[src/rtl/aai_pkg.sv]
package aai_pkg;

    localparam logic [7:0] OP_WREN = 8'h06;
    localparam logic [7:0] OP_WRDI = 8'h04;
    localparam logic [7:0] OP_BP   = 8'h02;
    localparam logic [7:0] OP_AAI  = 8'hAD;
    localparam logic [7:0] OP_RDSR = 8'h05;

    typedef enum logic [2:0] {
        ST_IDLE, ST_WREN, ST_FETCH, ST_DATA,
        ST_PREQ, ST_PWAIT, ST_WRDI, ST_FIN
    } seq_state_e;

    // which part of the byte range the sequencer is working on
    typedef enum logic [2:0] {
        PH_HEAD, PH_BODY, PH_EXIT, PH_TAIL, PH_ABORT
    } seq_phase_e;

    typedef struct packed {
        logic       valid;
        logic [7:0] op;
        logic       addr_en;
        logic [1:0] nbytes;
    } frame_t;

    function automatic logic [1:0] bytes_for(seq_phase_e p);
        return (p == PH_BODY) ? 2'd2 : 2'd1;
    endfunction

    function automatic logic [7:0] prog_opcode(seq_phase_e p);
        return (p == PH_BODY) ? OP_AAI : OP_BP;
    endfunction

endpackage

[src/rtl/aai_poll_guard.sv]
module aai_poll_guard #(
    parameter int MAX_POLLS = 4096
) (
    input  logic clk,
    input  logic rst,
    input  logic clr,
    input  logic bump,
    output logic expired
);
    localparam int CW = $clog2(MAX_POLLS + 1);

    logic [CW-1:0] busy_cnt;

    // expired means this busy reply is the last one allowed
    assign expired = (busy_cnt == CW'(MAX_POLLS - 1));

    always_ff @(posedge clk) begin
        if (rst || clr)
            busy_cnt <= '0;
        else if (bump && !expired)
            busy_cnt <= busy_cnt + 1'b1;
    end

endmodule

[src/rtl/aai_seq_ctrl.sv]
module aai_seq_ctrl
    import aai_pkg::*;
#(
    parameter int AW = 24,
    parameter int LW = 16
) (
    input  logic          clk,
    input  logic          rst,
    input  logic          start,
    input  logic [AW-1:0] start_addr,
    input  logic [LW-1:0] length,
    output logic          busy,
    output logic          done,
    output logic          error,
    output logic [LW-1:0] wr_count,
    input  logic          in_valid,
    input  logic [7:0]    in_data,
    output logic          in_ready,
    output logic          cmd_valid,
    input  logic          cmd_ready,
    output logic [7:0]    cmd_op,
    output logic          cmd_addr_en,
    output logic [AW-1:0] cmd_addr,
    output logic [1:0]    cmd_nbytes,
    output logic [7:0]    cmd_d0,
    output logic [7:0]    cmd_d1,
    input  logic          sts_valid,
    input  logic          sts_wip,
    input  logic          poll_expired,
    output logic          poll_clr,
    output logic          poll_bump
);
    seq_state_e    st;
    seq_phase_e    ph;
    logic          first_q, got_q, err_q;
    logic [AW-1:0] addr_q;
    logic [LW-1:0] rem_q, cnt_q, len_q;
    logic [7:0]    d0_q, d1_q;
    logic [1:0]    need;
    frame_t        frm;

    assign need = bytes_for(ph);

    always_comb begin
        frm = '{valid: 1'b0, op: OP_RDSR, addr_en: 1'b0, nbytes: 2'd0};
        case (st)
            ST_WREN: begin frm.valid = 1'b1; frm.op = OP_WREN; end
            ST_WRDI: begin frm.valid = 1'b1; frm.op = OP_WRDI; end
            ST_PREQ: begin frm.valid = 1'b1; frm.op = OP_RDSR; end
            ST_DATA: begin
                frm.valid   = 1'b1;
                frm.op      = prog_opcode(ph);
                frm.addr_en = (ph != PH_BODY) || first_q;
                frm.nbytes  = need;
            end
            default: ;
        endcase
    end

    assign cmd_valid   = frm.valid;
    assign cmd_op      = frm.op;
    assign cmd_addr_en = frm.addr_en;
    assign cmd_nbytes  = frm.nbytes;
    assign cmd_addr    = addr_q;
    assign cmd_d0      = d0_q;
    assign cmd_d1      = d1_q;
    assign in_ready    = (st == ST_FETCH);
    assign busy        = (st != ST_IDLE);
    assign done        = (st == ST_FIN);
    assign error       = (st == ST_FIN) && err_q;
    assign wr_count    = cnt_q;
    assign poll_bump   = (st == ST_PWAIT) && sts_valid && sts_wip;
    assign poll_clr    = cmd_ready && ((st == ST_DATA) || (st == ST_WRDI));

    always_ff @(posedge clk) begin
        if (rst) begin
            st      <= ST_IDLE;
            ph      <= PH_HEAD;
            first_q <= 1'b0;
            got_q   <= 1'b0;
            err_q   <= 1'b0;
            addr_q  <= '0;
            rem_q   <= '0;
            cnt_q   <= '0;
            len_q   <= '0;
            d0_q    <= '0;
            d1_q    <= '0;
        end else begin
            case (st)
                ST_IDLE: if (start) begin
                    addr_q  <= start_addr;
                    rem_q   <= length;
                    len_q   <= length;
                    cnt_q   <= '0;
                    err_q   <= 1'b0;
                    got_q   <= 1'b0;
                    first_q <= 1'b0;
                    if (length == '0) begin
                        st <= ST_FIN;
                    end else if (start_addr[0]) begin
                        ph <= PH_HEAD; st <= ST_WREN;
                    end else if (length >= LW'(2)) begin
                        ph <= PH_BODY; first_q <= 1'b1; st <= ST_WREN;
                    end else begin
                        ph <= PH_TAIL; st <= ST_WREN;
                    end
                end
                ST_WREN: if (cmd_ready) st <= ST_FETCH;
                ST_FETCH: if (in_valid) begin
                    if (!got_q) d0_q <= in_data;
                    else        d1_q <= in_data;
                    if (need == 2'd2 && !got_q) begin
                        got_q <= 1'b1;
                    end else begin
                        got_q <= 1'b0;
                        st    <= ST_DATA;
                    end
                end
                ST_DATA: if (cmd_ready) begin
                    cnt_q   <= cnt_q + LW'(need);
                    rem_q   <= rem_q - LW'(need);
                    addr_q  <= addr_q + AW'(need);
                    first_q <= 1'b0;
                    st      <= ST_PREQ;
                end
                ST_PREQ: if (cmd_ready) st <= ST_PWAIT;
                ST_PWAIT: if (sts_valid) begin
                    if (!sts_wip) begin
                        case (ph)
                            PH_HEAD: begin
                                if (rem_q >= LW'(2)) begin
                                    ph <= PH_BODY; first_q <= 1'b1; st <= ST_WREN;
                                end else if (rem_q == LW'(1)) begin
                                    ph <= PH_TAIL; st <= ST_WREN;
                                end else begin
                                    st <= ST_FIN;
                                end
                            end
                            PH_BODY: begin
                                if (rem_q >= LW'(2)) st <= ST_FETCH;
                                else begin ph <= PH_EXIT; st <= ST_WRDI; end
                            end
                            PH_EXIT: begin
                                if (rem_q == LW'(1)) begin ph <= PH_TAIL; st <= ST_WREN; end
                                else st <= ST_FIN;
                            end
                            PH_TAIL: st <= ST_WRDI;
                            default: st <= ST_FIN;
                        endcase
                    end else if (poll_expired) begin
                        ph    <= PH_ABORT;
                        err_q <= 1'b1;
                        st    <= ST_WRDI;
                    end else begin
                        st <= ST_PREQ;
                    end
                end
                ST_WRDI: if (cmd_ready) st <= (ph == PH_EXIT) ? ST_PREQ : ST_FIN;
                ST_FIN: st <= ST_IDLE;
                default: st <= ST_IDLE;
            endcase
        end
    end

    // an offered frame does not change until it is taken
    p_frame_hold_r8: assert property (@(posedge clk) disable iff (rst)
        cmd_valid && !cmd_ready |=> cmd_valid && $stable(cmd_op) && $stable(cmd_addr_en)
            && $stable(cmd_addr) && $stable(cmd_d0) && $stable(cmd_d1) && $stable(cmd_nbytes));

    // a status read is offered right after a program frame is taken
    p_poll_after_prog_r4: assert property (@(posedge clk) disable iff (rst)
        cmd_valid && cmd_ready && (cmd_op == OP_BP || cmd_op == OP_AAI)
            |=> cmd_valid && cmd_op == OP_RDSR);

    // the addressed auto-increment frame comes before any word is written
    p_aai_addr_first_r3: assert property (@(posedge clk) disable iff (rst)
        cmd_valid && cmd_op == OP_AAI && cmd_addr_en |-> cnt_q <= LW'(1));

    // later auto-increment frames come after at least one word
    p_aai_noaddr_later_r3: assert property (@(posedge clk) disable iff (rst)
        cmd_valid && cmd_op == OP_AAI && !cmd_addr_en |-> cnt_q >= LW'(2));

    // the written count never passes the requested length
    p_count_bound_r7: assert property (@(posedge clk) disable iff (rst)
        busy |-> cnt_q <= len_q);

    // once aborted, no program frame is offered
    p_no_prog_after_abort_r9: assert property (@(posedge clk) disable iff (rst)
        err_q |-> !(cmd_valid && (cmd_op == OP_BP || cmd_op == OP_AAI)));

    // done is a single pulse that returns the block to idle
    p_done_then_idle_r10: assert property (@(posedge clk) disable iff (rst)
        done |=> !busy && !done);

endmodule

[src/rtl/aai_prog_seq.sv]
module aai_prog_seq #(
    parameter int AW        = 24,
    parameter int LW        = 16,
    parameter int MAX_POLLS = 4096
) (
    input  logic          clk,
    input  logic          rst,
    input  logic          start,
    input  logic [AW-1:0] start_addr,
    input  logic [LW-1:0] length,
    output logic          busy,
    output logic          done,
    output logic          error,
    output logic [LW-1:0] wr_count,
    input  logic          in_valid,
    input  logic [7:0]    in_data,
    output logic          in_ready,
    output logic          cmd_valid,
    input  logic          cmd_ready,
    output logic [7:0]    cmd_op,
    output logic          cmd_addr_en,
    output logic [AW-1:0] cmd_addr,
    output logic [1:0]    cmd_nbytes,
    output logic [7:0]    cmd_d0,
    output logic [7:0]    cmd_d1,
    input  logic          sts_valid,
    input  logic          sts_wip
);
    logic poll_expired, poll_clr, poll_bump;

    aai_seq_ctrl #(.AW(AW), .LW(LW)) u_ctrl (
        .clk(clk), .rst(rst), .start(start), .start_addr(start_addr), .length(length),
        .busy(busy), .done(done), .error(error), .wr_count(wr_count),
        .in_valid(in_valid), .in_data(in_data), .in_ready(in_ready),
        .cmd_valid(cmd_valid), .cmd_ready(cmd_ready), .cmd_op(cmd_op),
        .cmd_addr_en(cmd_addr_en), .cmd_addr(cmd_addr), .cmd_nbytes(cmd_nbytes),
        .cmd_d0(cmd_d0), .cmd_d1(cmd_d1), .sts_valid(sts_valid), .sts_wip(sts_wip),
        .poll_expired(poll_expired), .poll_clr(poll_clr), .poll_bump(poll_bump)
    );

    aai_poll_guard #(.MAX_POLLS(MAX_POLLS)) u_guard (
        .clk(clk), .rst(rst), .clr(poll_clr), .bump(poll_bump), .expired(poll_expired)
    );

endmodule

[config.mk]
export PLATFORM = sky130hd
export DESIGN_NAME = aai_prog_seq
export DESIGN_NICKNAME = d
export VERILOG_FILES = /design/src/rtl/aai_pkg.sv /design/src/rtl/aai_poll_guard.sv /design/src/rtl/aai_seq_ctrl.sv /design/src/rtl/aai_prog_seq.sv
export SDC_FILE = /design/constraint.sdc
export NUM_CORES = 1
export LEC_CHECK = 0
export BUFFER_PORTS_ARGS = -buffer_cell sky130_fd_sc_hd__buf_2
export CORE_ASPECT_RATIO = 1.1
export CORE_MARGIN = 8
export CORE_UTILIZATION = 30
export CTS_CLUSTER_DIAMETER = 100
export DETAILED_ROUTE_END_ITERATION = 16
export GPL_ROUTABILITY_DRIVEN = 0
export PLACE_DENSITY_LB_ADDON = 0.08
export SYNTH_ARGS = -nofsm -noshare
export SYNTH_HDL_FRONTEND = slang
export SYNTH_HIERARCHICAL = 1
export SYNTH_SLANG_ARGS = --single-unit
[constraint.sdc]
create_clock -name clk -period 3.4 [get_ports clk]
set_input_delay 1.02 -clock clk [delete_from_list [all_inputs] [get_ports clk]]
set_output_delay 1.02 -clock clk [all_outputs]
set_load 0.03 [all_outputs]
==> flow_summary.toml <==
[timing]
fmax_ghz = 0.3352
max_slew_margin_pct = 56.37
setup_violations = 0
timing.final.crit_share_pct = 87.75
rsz0062_at_grt = "no"
final-hold-violation-count = 0
tightest_slew_ns = 0.6494
min_period_ns = 2.984
finClkSkew_ns = 0.01019
slew_viol_final = 0
timing.hold.ws_ns = 0.4481
setup-tns-final_ns = 0

[setup_path]
cpLargestDelayFamily = "simple AND/OR/NAND/NOR gates"
cp-end-kind = "output pin"
max_stage_delay_ns = 0.59
reg2reg_to = "u_ctrl/ph[1]"
cp_max_fo = 13
cp-start-kind = "register"
path_class = "register to output pin"
cp_cell_sequence = "nand3b_1 -> nor2_1 -> buf_2"
crit_arrival_ns = 1.96
r2r_slack_ns = 0.69
crit_required_ns = 2.38
critical_path_buf_inv_count = 1
cp_slowest_cell = "dfxtp_1"
r2r_start = "u_guard/busy_cnt[10]"
ff2ff_path_depth = 8

[final_layout]
final_common_cell = "buf_2"
syn_to_final_growth_pct = 21.53
nets = 868
drive_above_1_share_pct = 22.90
fin_cells = 1052
final_cell_mix = "buf_2 (124), dfxtp_1 (94), nor2_1 (73), nand2_1 (65), a21oi_1 (58)"

[place]
dp.cells = 1035
port_buffers = 124
dp_hpwl_mm = 13.33

[synthesis]
synth.ff_latch_count = 94
synth.avg_cell_area_um2 = 7.881
ys_types = 81
syn_inst = 699
ys_warn_count = 6
synthArstFlopShare_pct = 0
ys_seq_area_share_pct = 34.16
ys_dominant_reg_cell = "dfxtp_1"
synth_edf_count = 0
synth_area_leaders = "dfxtp_1 (34%), a21oi_1 (5.3%), nor2_1 (5.0%)"
synth_top_area_share_pct = 34.16
syn_area_um2 = 5509
yosysTopAreaCell = "dfxtp_1"

[floorplanning]
start_util_pct = 30.24
die_h_um = 158.1
dieArea_um2 = 22960
rows = 52
ios = 127
fp.dieW_um = 145.2
coreArea_um2 = 18220

[global_route]
grt_max_degree = 61
grt_pass1_wl_mm = 29.71
grt-busiest-layer = "met2"
track_usage_pct = 15.87
met3_usage_pct = 2.601
grt_pass1_vias = 5675
met1_usage_pct = 19.02
overflow = 0
use_met2_pct = 28.07
antenna_found_initial = 1

[cts]
clk_pin_slew_ns = 0.07
cts_tree = "yes"
cts.hold.buffers_added = 0
root_buffer = "clkbuf_16"
cts_made_buffers = 9
cts.path.max_buffers = 2
worstSkewPairLatency_ns = 0.35
cts_num_sinks = 94
htreeDepth = 3
post_cts_buffers = 0
ctsResizeCount = 0

[routing]
via_per_inst = 5.411
vias = 5692
wl_mm = 18.50
remaining_drc_errors = 0
routedWlPerCell_um = 17.58
ant_nets = 0
drt_iter0_drc = 331
firstDrtPassIters = 5

[status]
status = "finished clean"

[pwr]
leakagePower_uw = 0.002719
power.density_nw_per_um2 = 676.4
ir_worst_vdd_uv = 256.3

[worst_hold_path]
hold_path_end = "u_guard/busy_cnt[12]"
worstHoldPathType = "register to register"
hold_start = "u_guard/busy_cnt[12]"
hold_depth = 2

[flow_run]
cap_viol_max_count = 0
logic make-up (layout without fill, tap and decap cells):
group / after synthesis / in the layout / share of synthesized area, %
and+or+nand+nor: 292 / 292 / 27.91
other: 1 / 3 / 0.06807
DFF: 94 / 94 / 34.16
muxes: 19 / 19 / 3.452
xor gates and xnor gates: 17 / 17 / 2.703
buffers and inverters: 71 / 179 / 5.428
AOI/OAI and AO/OA: 195 / 195 / 23.60
adders and majority gates: 10 / 10 / 2.680
routing by layer:
| layer | vias up | part of all wire [%] |
|---|---|---|
| met4 | 0 | 1.6 |
| met5 | - | 0 |
| met1 | 2746 | 45 |
| li1 | 2778 | - |
| met3 | 19 | 4.2 |
| met2 | 149 | 49 |
area by class of cell:
type                    instances  area [um2]
diodes                          1       2.502
clock buffers                   9       225.2
clock inverters                 7       63.81
fillers                      1962       11520
inverters                      23       86.33
multi-input cells             535        3341
flip-flops and latches         94        1882
well taps                     243       304.0
repair buffers                140       790.8
Yosys cell counts, types with 6 or more instances:
cell type  number
dfxtp_1        94
o41ai_1         6
a211oi_1        7
inv_1          23
buf_2          11
a31oi_1         9
mux2i_1        19
a22oi_1         7
nor2_1         73
o31ai_1         9
a32o_1          6
nor3_1         30
nand4_1        15
and2_1         12
xnor2_1        12
o22ai_1         6
clkbuf_1       27
o21ai_0        39
and3_1          9
a21oi_1        58
ha_1            7
nand3_1        25
nor4_1         12
nand2_1        65
through the flow:
stage	cell area [um2]	total power, uW	setup WS [ns]	utilization [%]
floorplan	5513	2860	0.2217	-
global placement	6404	3529	0.6786	35.15
detailed placement	6404	3541	0.6743	35.15
CTS	6693	4570	0.4022	36.74
global route	6695	4845	0.2740	36.75
finish	6695	4529	0.4164	36.75
worst max path at each step:
stage / from / endpoint / slack [ns] / cells after the start
after floorplan: u_ctrl/ph[1] / cmd_op[0] / 0.22 / 5
after global placement: start / u_ctrl/cmd_addr[19] / 0.68 / 6
after detailed placement: start / u_ctrl/cmd_addr[19] / 0.67 / 6
after CTS: u_ctrl/st[1] / cmd_op[5] / 0.40 / 3
after global routing: u_ctrl/st[1] / cmd_op[7] / 0.27 / 3
final: u_ctrl/st[1] / cmd_op[5] / 0.42 / 3
flip-flops by register name, indices dropped and copies added, names as in the netlist, 3 cells and up:
signal	count
u_ctrl/cmd_addr	24
u_ctrl/cmd_d0	8
u_ctrl/cmd_d1	8
u_ctrl/ph	3
u_ctrl/rem_q	16
u_ctrl/st	3
u_ctrl/wr_count	16
u_guard/busy_cnt	13
worst min-delay path, stage by stage (launching register included):
cell and delay (ns):
dfxtp_1 0.32, nand2_1 0.05, a31oi_1 0.03
power by group:
part / switching [uW] / internal, uW / total (uW)
logic: 1320 / 709 / 2030
registers: 227 / 1270 / 1490
clock network: 494 / 514 / 1010
No activity file was read; power rests on OpenSTA's default activity.
